### config.mk
export PLATFORM = sky130hd
export DESIGN_NAME = amem_strobe_seq
export DESIGN_NICKNAME = d
export VERILOG_FILES = /design/src/rtl/amem_strobe_seq.sv
export SDC_FILE = /design/constraint.sdc
export NUM_CORES = 1
export LEC_CHECK = 0
export BUFFER_PORTS_ARGS = -buffer_cell sky130_fd_sc_hd__buf_2
export CAP_MARGIN = 10
export CORE_ASPECT_RATIO = 1.2
export CORE_MARGIN = 3
export CORE_UTILIZATION = 24
export DETAILED_ROUTE_END_ITERATION = 7
export HOLD_SLACK_MARGIN = 0.08
export PLACE_DENSITY_LB_ADDON = 0.12
export SLEW_MARGIN = 20
export SYNTH_ARGS = -nofsm -noshare
export SYNTH_HDL_FRONTEND = slang
export SYNTH_SLANG_ARGS = --single-unit
export TNS_END_PERCENT = 1
### constraint.sdc
create_clock -name clk -period 4.6 [get_ports clk]
set_clock_uncertainty 0.2 [all_clocks]
set_input_delay 0.69 -clock clk [delete_from_list [all_inputs] [get_ports clk]]
set_output_delay 0.69 -clock clk [all_outputs]
set_load 0.1 [all_outputs]
### src/rtl/amem_strobe_seq.sv
module amem_strobe_seq #(
  parameter int NCS = 4,
  parameter int TW  = 5,
  parameter int DW  = 16,
  localparam int CSW = (NCS > 1) ? $clog2(NCS) : 1,
  localparam int CW  = TW + 1
) (
  input  logic           clk,
  input  logic           rst_n,
  input  logic           req_valid,
  output logic           req_ready,
  input  logic           req_write,
  input  logic [CSW-1:0] req_cs,
  input  logic [DW-1:0]  req_wdata,
  output logic           rsp_done,
  output logic [DW-1:0]  rsp_rdata,
  input  logic [TW-1:0]  t_cs_on,
  input  logic [TW-1:0]  t_cs_rd_off,
  input  logic [TW-1:0]  t_cs_wr_off,
  input  logic [TW-1:0]  t_av_on,
  input  logic [TW-1:0]  t_av_rd_off,
  input  logic [TW-1:0]  t_av_wr_off,
  input  logic [TW-1:0]  t_we_on,
  input  logic [TW-1:0]  t_we_off,
  input  logic [TW-1:0]  t_oe_on,
  input  logic [TW-1:0]  t_oe_off,
  input  logic [TW-1:0]  t_access,
  input  logic [TW-1:0]  t_rd_cycle,
  input  logic [TW-1:0]  t_wr_cycle,
  input  logic [TW-1:0]  t_turn,
  input  logic [TW-1:0]  t_recov,
  input  logic           late_cs,
  input  logic           late_av,
  input  logic           late_we,
  input  logic           late_oe,
  input  logic           scale_x2,
  input  logic           recov_same_en,
  input  logic           recov_diff_en,
  output logic [NCS-1:0] mem_cs_n,
  output logic           mem_av_n,
  output logic           mem_we_n,
  output logic           mem_oe_n,
  output logic [DW-1:0]  mem_dout,
  output logic           mem_dout_en,
  input  logic [DW-1:0]  mem_din
);

  function automatic logic [CW-1:0] sc(input logic x2, input logic [TW-1:0] v);
    return x2 ? {v, 1'b0} : {1'b0, v};
  endfunction

  logic           busy, wr_q, done_q, have_prev;
  logic [CSW-1:0] cs_q;
  logic [DW-1:0]  wdata_q, rdata_q;
  logic [CW-1:0]  cnt, idle_cnt, tot, turn_s, recov_s, need;
  logic [CW:0]    cnt_nx;
  logic           last, recov_hit, accept;
  logic [3:0]     raw, late, hsel, eff;

  assign tot     = sc(scale_x2, wr_q ? t_wr_cycle : t_rd_cycle);
  assign cnt_nx  = {1'b0, cnt} + {{CW{1'b0}}, 1'b1};
  assign last    = busy && (cnt_nx >= {1'b0, tot});

  assign turn_s    = sc(scale_x2, t_turn);
  assign recov_hit = (req_cs == cs_q) ? recov_same_en : recov_diff_en;
  assign recov_s   = recov_hit ? sc(scale_x2, t_recov) : '0;
  assign need      = (turn_s > recov_s) ? turn_s : recov_s;
  assign req_ready = !busy && (!have_prev || idle_cnt >= need);
  assign accept    = req_valid && req_ready;

  always_ff @(posedge clk or negedge rst_n) begin
    if (!rst_n) begin
      busy      <= 1'b0;
      wr_q      <= 1'b0;
      cs_q      <= '0;
      wdata_q   <= '0;
      rdata_q   <= '0;
      cnt       <= '0;
      idle_cnt  <= '0;
      done_q    <= 1'b0;
      have_prev <= 1'b0;
    end else begin
      done_q <= last;
      if (accept) begin
        busy      <= 1'b1;
        wr_q      <= req_write;
        cs_q      <= req_cs;
        wdata_q   <= req_wdata;
        cnt       <= '0;
        have_prev <= 1'b1;
      end else if (busy) begin
        cnt <= cnt_nx[CW-1:0];
        if (last) begin
          busy     <= 1'b0;
          idle_cnt <= '0;
        end
      end else if (idle_cnt != '1) begin
        idle_cnt <= idle_cnt + {{(CW-1){1'b0}}, 1'b1};
      end
      if (busy && !wr_q && cnt == sc(scale_x2, t_access))
        rdata_q <= mem_din;
    end
  end

  function automatic logic win(input logic b, input logic [CW-1:0] c,
                               input logic [CW-1:0] on, input logic [CW-1:0] off);
    return b && (c >= on) && (c < off);
  endfunction

  assign raw[0] = win(busy, cnt, sc(scale_x2, t_cs_on),
                      sc(scale_x2, wr_q ? t_cs_wr_off : t_cs_rd_off));
  assign raw[1] = win(busy, cnt, sc(scale_x2, t_av_on),
                      sc(scale_x2, wr_q ? t_av_wr_off : t_av_rd_off));
  assign raw[2] = wr_q && win(busy, cnt, sc(scale_x2, t_we_on), sc(scale_x2, t_we_off));
  assign raw[3] = !wr_q && win(busy, cnt, sc(scale_x2, t_oe_on), sc(scale_x2, t_oe_off));

  always_ff @(negedge clk or negedge rst_n) begin
    if (!rst_n) late <= '0;
    else        late <= raw;
  end

  assign hsel = {late_oe, late_we, late_av, late_cs};
  assign eff  = (hsel & late) | (~hsel & raw);

  for (genvar i = 0; i < NCS; i++) begin : g_cs
    assign mem_cs_n[i] = ~(eff[0] && (cs_q == CSW'(i)));
  end

  assign mem_av_n    = ~eff[1];
  assign mem_we_n    = ~eff[2];
  assign mem_oe_n    = ~eff[3];
  assign mem_dout    = wdata_q;
  assign mem_dout_en = busy && wr_q;
  assign rsp_done    = done_q;
  assign rsp_rdata   = rdata_q;

  AST_IDLE_HIGH: assert property (@(posedge clk) disable iff (!rst_n)
    !busy |-> (&mem_cs_n && mem_av_n && mem_we_n && mem_oe_n));
  AST_CS_ONEHOT: assert property (@(posedge clk) disable iff (!rst_n)
    $onehot0(~mem_cs_n));
  AST_WE_WRITE_ONLY: assert property (@(posedge clk) disable iff (!rst_n)
    !mem_we_n |-> mem_dout_en);
  AST_OE_NO_DRIVE: assert property (@(posedge clk) disable iff (!rst_n)
    !mem_oe_n |-> !mem_dout_en);
  AST_DONE_PULSE: assert property (@(posedge clk) disable iff (!rst_n)
    rsp_done |=> !rsp_done);
  AST_DONE_IDLE: assert property (@(posedge clk) disable iff (!rst_n)
    rsp_done |-> !busy);
  AST_BUSY_REFUSE: assert property (@(posedge clk) disable iff (!rst_n)
    busy |-> !req_ready);

endmodule

==> tab_implementation.tex <==
\begin{tabular}{lr}
\hline
Metric & Value \\
\hline
\multicolumn{2}{l}{\textbf{Outcome}} \\
\quad Status & completed \\
\multicolumn{2}{l}{\textbf{Setup path}} \\
\quad Endpoint of the worst register-to-register path & late[1] \\
\quad Critical path type & in -> out \\
\quad Setup crit start kind & input port \\
\quad Worst reg2reg path depth & 8 \\
\quad Crit path DAT & 3.67 ns \\
\quad Startpoint of the worst register-to-register path & wr\_q \\
\quad Worst reg2reg setup slack & 0.17 ns \\
\quad Maximum fanout count along the critical path & 6 \\
\quad Critical path data required time & 3.71 ns \\
\quad Worst setup EP type & output pin \\
\multicolumn{2}{l}{\textbf{Power and ir drop}} \\
\quad Worst supply voltage drop on vdd & 0.384 mV \\
\quad Switch Pwr & 2.23 mW \\
\quad Clock power share & 0.099 \\
\quad Power Internal & 1.74 mW \\
\quad Flop pwr share & 0.211 \\
\quad Combinational share of power & 0.690 \\
\quad Fraction of power spent switching nets & 0.562 \\
\quad Static leakage & 3.43 nW \\
\quad Post-layout power & 3.97 mW \\
\quad Power Density & 599 nW/um\^{}2 \\
\multicolumn{2}{l}{\textbf{Detailed routing}} \\
\quad Top sig layer & met4 \\
\quad Initial DRC count & 167 \\
\quad Drt drc & 0 \\
\quad Routed met3 length & 740 um \\
\quad Metal1 wirelength & 6120 um \\
\quad Met2 Routed Length & 7600 um \\
\quad First-pass iteration count of the detailed router & 6 \\
\quad Remaining antenna violation count & 0 \\
\quad DR vias/cell & 4.61 \\
\quad Mean routed wirelength per cell & 15.3 um \\
\quad Routed wire length & 14700 um \\
\quad Total number of vias & 4418 \\
\multicolumn{2}{l}{\textbf{Logic synthesis}} \\
\quad Main combinational cell family by area after synthesis & multiplexers \\
\quad Sequential area share after synthesis & 0.294 \\
\quad Synthesized-area fraction occupied by and/or/nand/nor cells & 0.160 \\
\quad Yosys warning count & 0 \\
\quad Predominant post-synthesis flop cell & sky130\_fd\_sc\_hd\_\_dfrtp\_1 \\
\quad Netlist Area Pre-Place & 4590 um\^{}2 \\
\quad Number of register bits inferred by synthesis & 54 \\
\quad Synthesized instance count & 503 \\
\quad Post-Synthesis Net Count & 687 \\
\quad Complex-gate fraction of the synthesized area & 0.134 \\
\quad Avg Synthesized Cell Area & 9.13 um\^{}2 \\
\quad Adder-cell area share of the yosys netlist & 0.174 \\
\quad FFs w/ async S/R, synth & 1.00 \\
\quad Share of the synthesized netlist area taken by xor and xnor gates & 0.0191 \\
\quad Mux cell area share after synthesis & 0.180 \\
\quad EDFF count, synth & 0 \\
\quad Number of distinct library cells after synthesis & 46 \\
\multicolumn{2}{l}{\textbf{Finish}} \\
\quad Count of antenna diodes in the layout & 0 \\
\quad Finished Layout Cells & 959 \\
\quad Proportion of layout cells with a drive suffix above 1 & 0.420 \\
\quad Area occupied by multi-input gates & 3350 um\^{}2 \\
\quad Layout Area Growth over Synthesis & 44.3\% \\
\quad Number of fill cells & 1936 \\
\quad Commonest cells after routing, fill and taps aside & sky130\_fd\_sc\_hd\_\_buf\_2 (152), sky130\_fd\_sc\_hd\_\_nand2\_1 (93), sky130\_fd\_sc\_hd\_\_ha\_1 (55), sky130\_fd\_sc\_hd\_\_buf\_4 (50), sky130\_fd\_sc\_hd\_\_dfrtp\_1 (48) \\
\quad Net count, final & 890 \\
\quad Most frequent standard cell in the layout excluding fill and tap cells & sky130\_fd\_sc\_hd\_\_buf\_2 \\
\quad Seq. cell area & 1350 um\^{}2 \\
\multicolumn{2}{l}{\textbf{Clock network}} \\
\quad Clock root cell & sky130\_fd\_sc\_hd\_\_clkbuf\_16 \\
\quad Number of buffers on the longest clock path & 2 \\
\quad Hold Buf Count CTS & 0 \\
\quad Clock transition at path regs & 0.08 ns \\
\quad CTS HTree Levels & 2 \\
\quad Clock tree from TritonCTS & built \\
\quad Cts bufs inserted & 5 \\
\quad Clock sink total & 54 \\
\quad Clock insertion delay at the later pin of the skew report & 0.29 ns \\
\multicolumn{2}{l}{\textbf{STA}} \\
\quad Final worst-path cycle share & 0.991 \\
\quad Shortest period the worst path allows & 4.56 ns \\
\quad Worst hold-check slack & 0.120 ns \\
\quad Hold violation total from the final report & 0 \\
\quad Worst Setup Slack, final & 0.0403 ns \\
\quad Total negative setup slack & 0 ns \\
\quad Count of final setup violators & 0 \\
\quad Worst slew margin & 0.316 \\
\quad Max Clk Rate & 219 MHz \\
\quad Count of pins over their slew limit & 0 \\
\quad Transition time at the pin with the least slew margin & 1.03 ns \\
\quad Setup repair after global routing missed its margin & true \\
\multicolumn{2}{l}{\textbf{Floorplanning}} \\
\quad Count of standard-cell rows & 54 \\
\quad Die Outline Area & 20800 um\^{}2 \\
\quad Chip width & 132 um \\
\quad I/O pin cnt & 162 \\
\quad Starting utilization of the core area & 0.248 \\
\quad Die Span Y & 158 um \\
\quad Core area & 18500 um\^{}2 \\
\multicolumn{2}{l}{\textbf{Place}} \\
\quad Port Buffer Count & 161 \\
\quad Detail Placement HPWL & 11400 um \\
\quad Worst Setup Slack post-DPL & -0.306 ns \\
\quad \# placed instances & 941 \\
\quad Last weighted congestion value of the routability-driven placer & 0.816 \\
\multicolumn{2}{l}{\textbf{GRT}} \\
\quad Remaining global-route overflow & 0 \\
\quad Initial antenna violation count & 0 \\
\quad Global router's overall resource usage & 0.137 \\
\quad Vias in the first global route & 4637 \\
\quad Pin count of the biggest net entering global routing & 25 \\
\quad Global-route wire length before repair & 23300 um \\
\multicolumn{2}{l}{\textbf{Worst hold path}} \\
\quad Kind of path behind the tightest hold check & in -> async \\
\multicolumn{2}{l}{\textbf{Run}} \\
\quad Max-capacitance violation count & 0 \\
\hline
\end{tabular}
## kinds of logic after synthesis
kind of cell / after synthesis
AOI/OAI and AO/OA: 91
xor gates and xnor gates: 10
adders and majority gates: 64
buffers and inverters: 42
DFF: 54
muxes: 77
and+or+nand+nor: 165
## area by class of cell
type	instances	share of cell area
flip-flops and latches	54	0.204
multi-input cells	407	0.505
well taps	252	0.0476
repair buffers	215	0.207
inverters	23	0.0130
clock buffers	5	0.0189
clock inverters	3	0.00396
## power by group through the flow
stage               Combinational (mW)  Sequential (mW)  Clock (mW)
finish                            2.74            0.836       0.393
global route                      2.97            0.868       0.431
CTS                               2.65            0.841       0.410
detailed placement                2.61            0.840           0
global placement                  2.57            0.839           0
floorplan                         1.05             1.69           0
## sequential cells by signal, indices dropped and copies added (netlist names)
register and flops:
busy 1, cnt 6, cs_q 2, have_prev 1, idle_cnt 6, late 4
mem_dout 16, rsp_done 1, rsp_rdata 16, wr_q 1
## routing by layer
| metal | up-vias | track usage |
|---|---|---|
| met5 | - | 0 |
| met4 | 0 | 0.0342 |
| met3 | 15 | 0.0285 |
| met2 | 115 | 0.256 |
| met1 | 2081 | 0.161 |
| li1 | 2207 | - |
## how the worst max path moves through the flow
stage | slack [ns] | cells past startpoint | endpoint | startpoint
3_3_place_gp | -0.24 | 9 | late[0] | scale_x2
6_report | 0.04 | 19 | req_ready | req_cs[0]
3_5_place_dp | -0.31 | 9 | late[1] | scale_x2
2_1_floorplan | -0.45 | 1 | mem_we_n | late[2]
4_1_cts | 0.01 | 4 | mem_cs_n[0] | late[0]
5_1_grt | -0.07 | 18 | req_ready | cs_q[1]
## worst max-delay path: stages
cell                      delay, ns
sky130_fd_sc_hd__buf_6         0.10
sky130_fd_sc_hd__xnor2_2       0.12
sky130_fd_sc_hd__nand2_2       0.11
sky130_fd_sc_hd__mux2_4        0.40
sky130_fd_sc_hd__and3_4        0.21
sky130_fd_sc_hd__ha_4          0.15
sky130_fd_sc_hd__inv_2         0.04
sky130_fd_sc_hd__a21oi_2       0.04
sky130_fd_sc_hd__nor2_1        0.10
sky130_fd_sc_hd__nor2_1        0.06
sky130_fd_sc_hd__a21oi_1       0.13
sky130_fd_sc_hd__buf_4         0.18
sky130_fd_sc_hd__mux2_4        0.33
sky130_fd_sc_hd__ha_4          0.27
sky130_fd_sc_hd__nand2_2       0.05
sky130_fd_sc_hd__o21ai_2       0.17
sky130_fd_sc_hd__a41oi_2       0.16
sky130_fd_sc_hd__nor2_4        0.16
sky130_fd_sc_hd__buf_12        0.18
## cells in the mapped netlist, types with 4 or more instances
| library cell | instances | area, um^2 |
|---|---|---|
| sky130_fd_sc_hd__a21oi_1 | 26 | 130 |
| sky130_fd_sc_hd__clkbuf_1 | 12 | 45.0 |
| sky130_fd_sc_hd__dfrtp_1 | 50 | 1250 |
| sky130_fd_sc_hd__xnor2_1 | 7 | 61.3 |
| sky130_fd_sc_hd__o21ai_0 | 18 | 90.1 |
| sky130_fd_sc_hd__mux2i_1 | 42 | 420 |
| sky130_fd_sc_hd__inv_1 | 22 | 82.6 |
| sky130_fd_sc_hd__nand2b_1 | 7 | 43.8 |
| sky130_fd_sc_hd__a21boi_0 | 4 | 30.0 |
| sky130_fd_sc_hd__a21o_1 | 8 | 60.1 |
| sky130_fd_sc_hd__a41oi_1 | 4 | 35.0 |
| sky130_fd_sc_hd__mux2_2 | 34 | 383 |
| sky130_fd_sc_hd__o2111ai_1 | 5 | 43.8 |
| sky130_fd_sc_hd__nand4_1 | 4 | 25.0 |
| sky130_fd_sc_hd__ha_1 | 64 | 801 |
| sky130_fd_sc_hd__a211oi_1 | 8 | 60.1 |
| sky130_fd_sc_hd__dfrtn_1 | 4 | 100 |
| sky130_fd_sc_hd__nor2b_1 | 17 | 106 |
| sky130_fd_sc_hd__nand3_1 | 10 | 50.1 |
| sky130_fd_sc_hd__nor2_1 | 16 | 60.1 |
| sky130_fd_sc_hd__nand2_1 | 99 | 372 |
## through the flow
stage               utilization  area (um^2)
global placement          0.329         6090
CTS                       0.344         6360
global route              0.358         6630
finish                    0.358         6630
floorplan                     -         4620
detailed placement        0.329         6090
## timing repair
item / in CTS / in global routing
gates resized for setup: 13 / 45
setup endpoints to repair: 3 / 7
gates cloned: 1 / 0
pin swaps: 3 / 17
setup buffers: 4 / 5
Note: power is estimated with default switching activity, not from simulation.
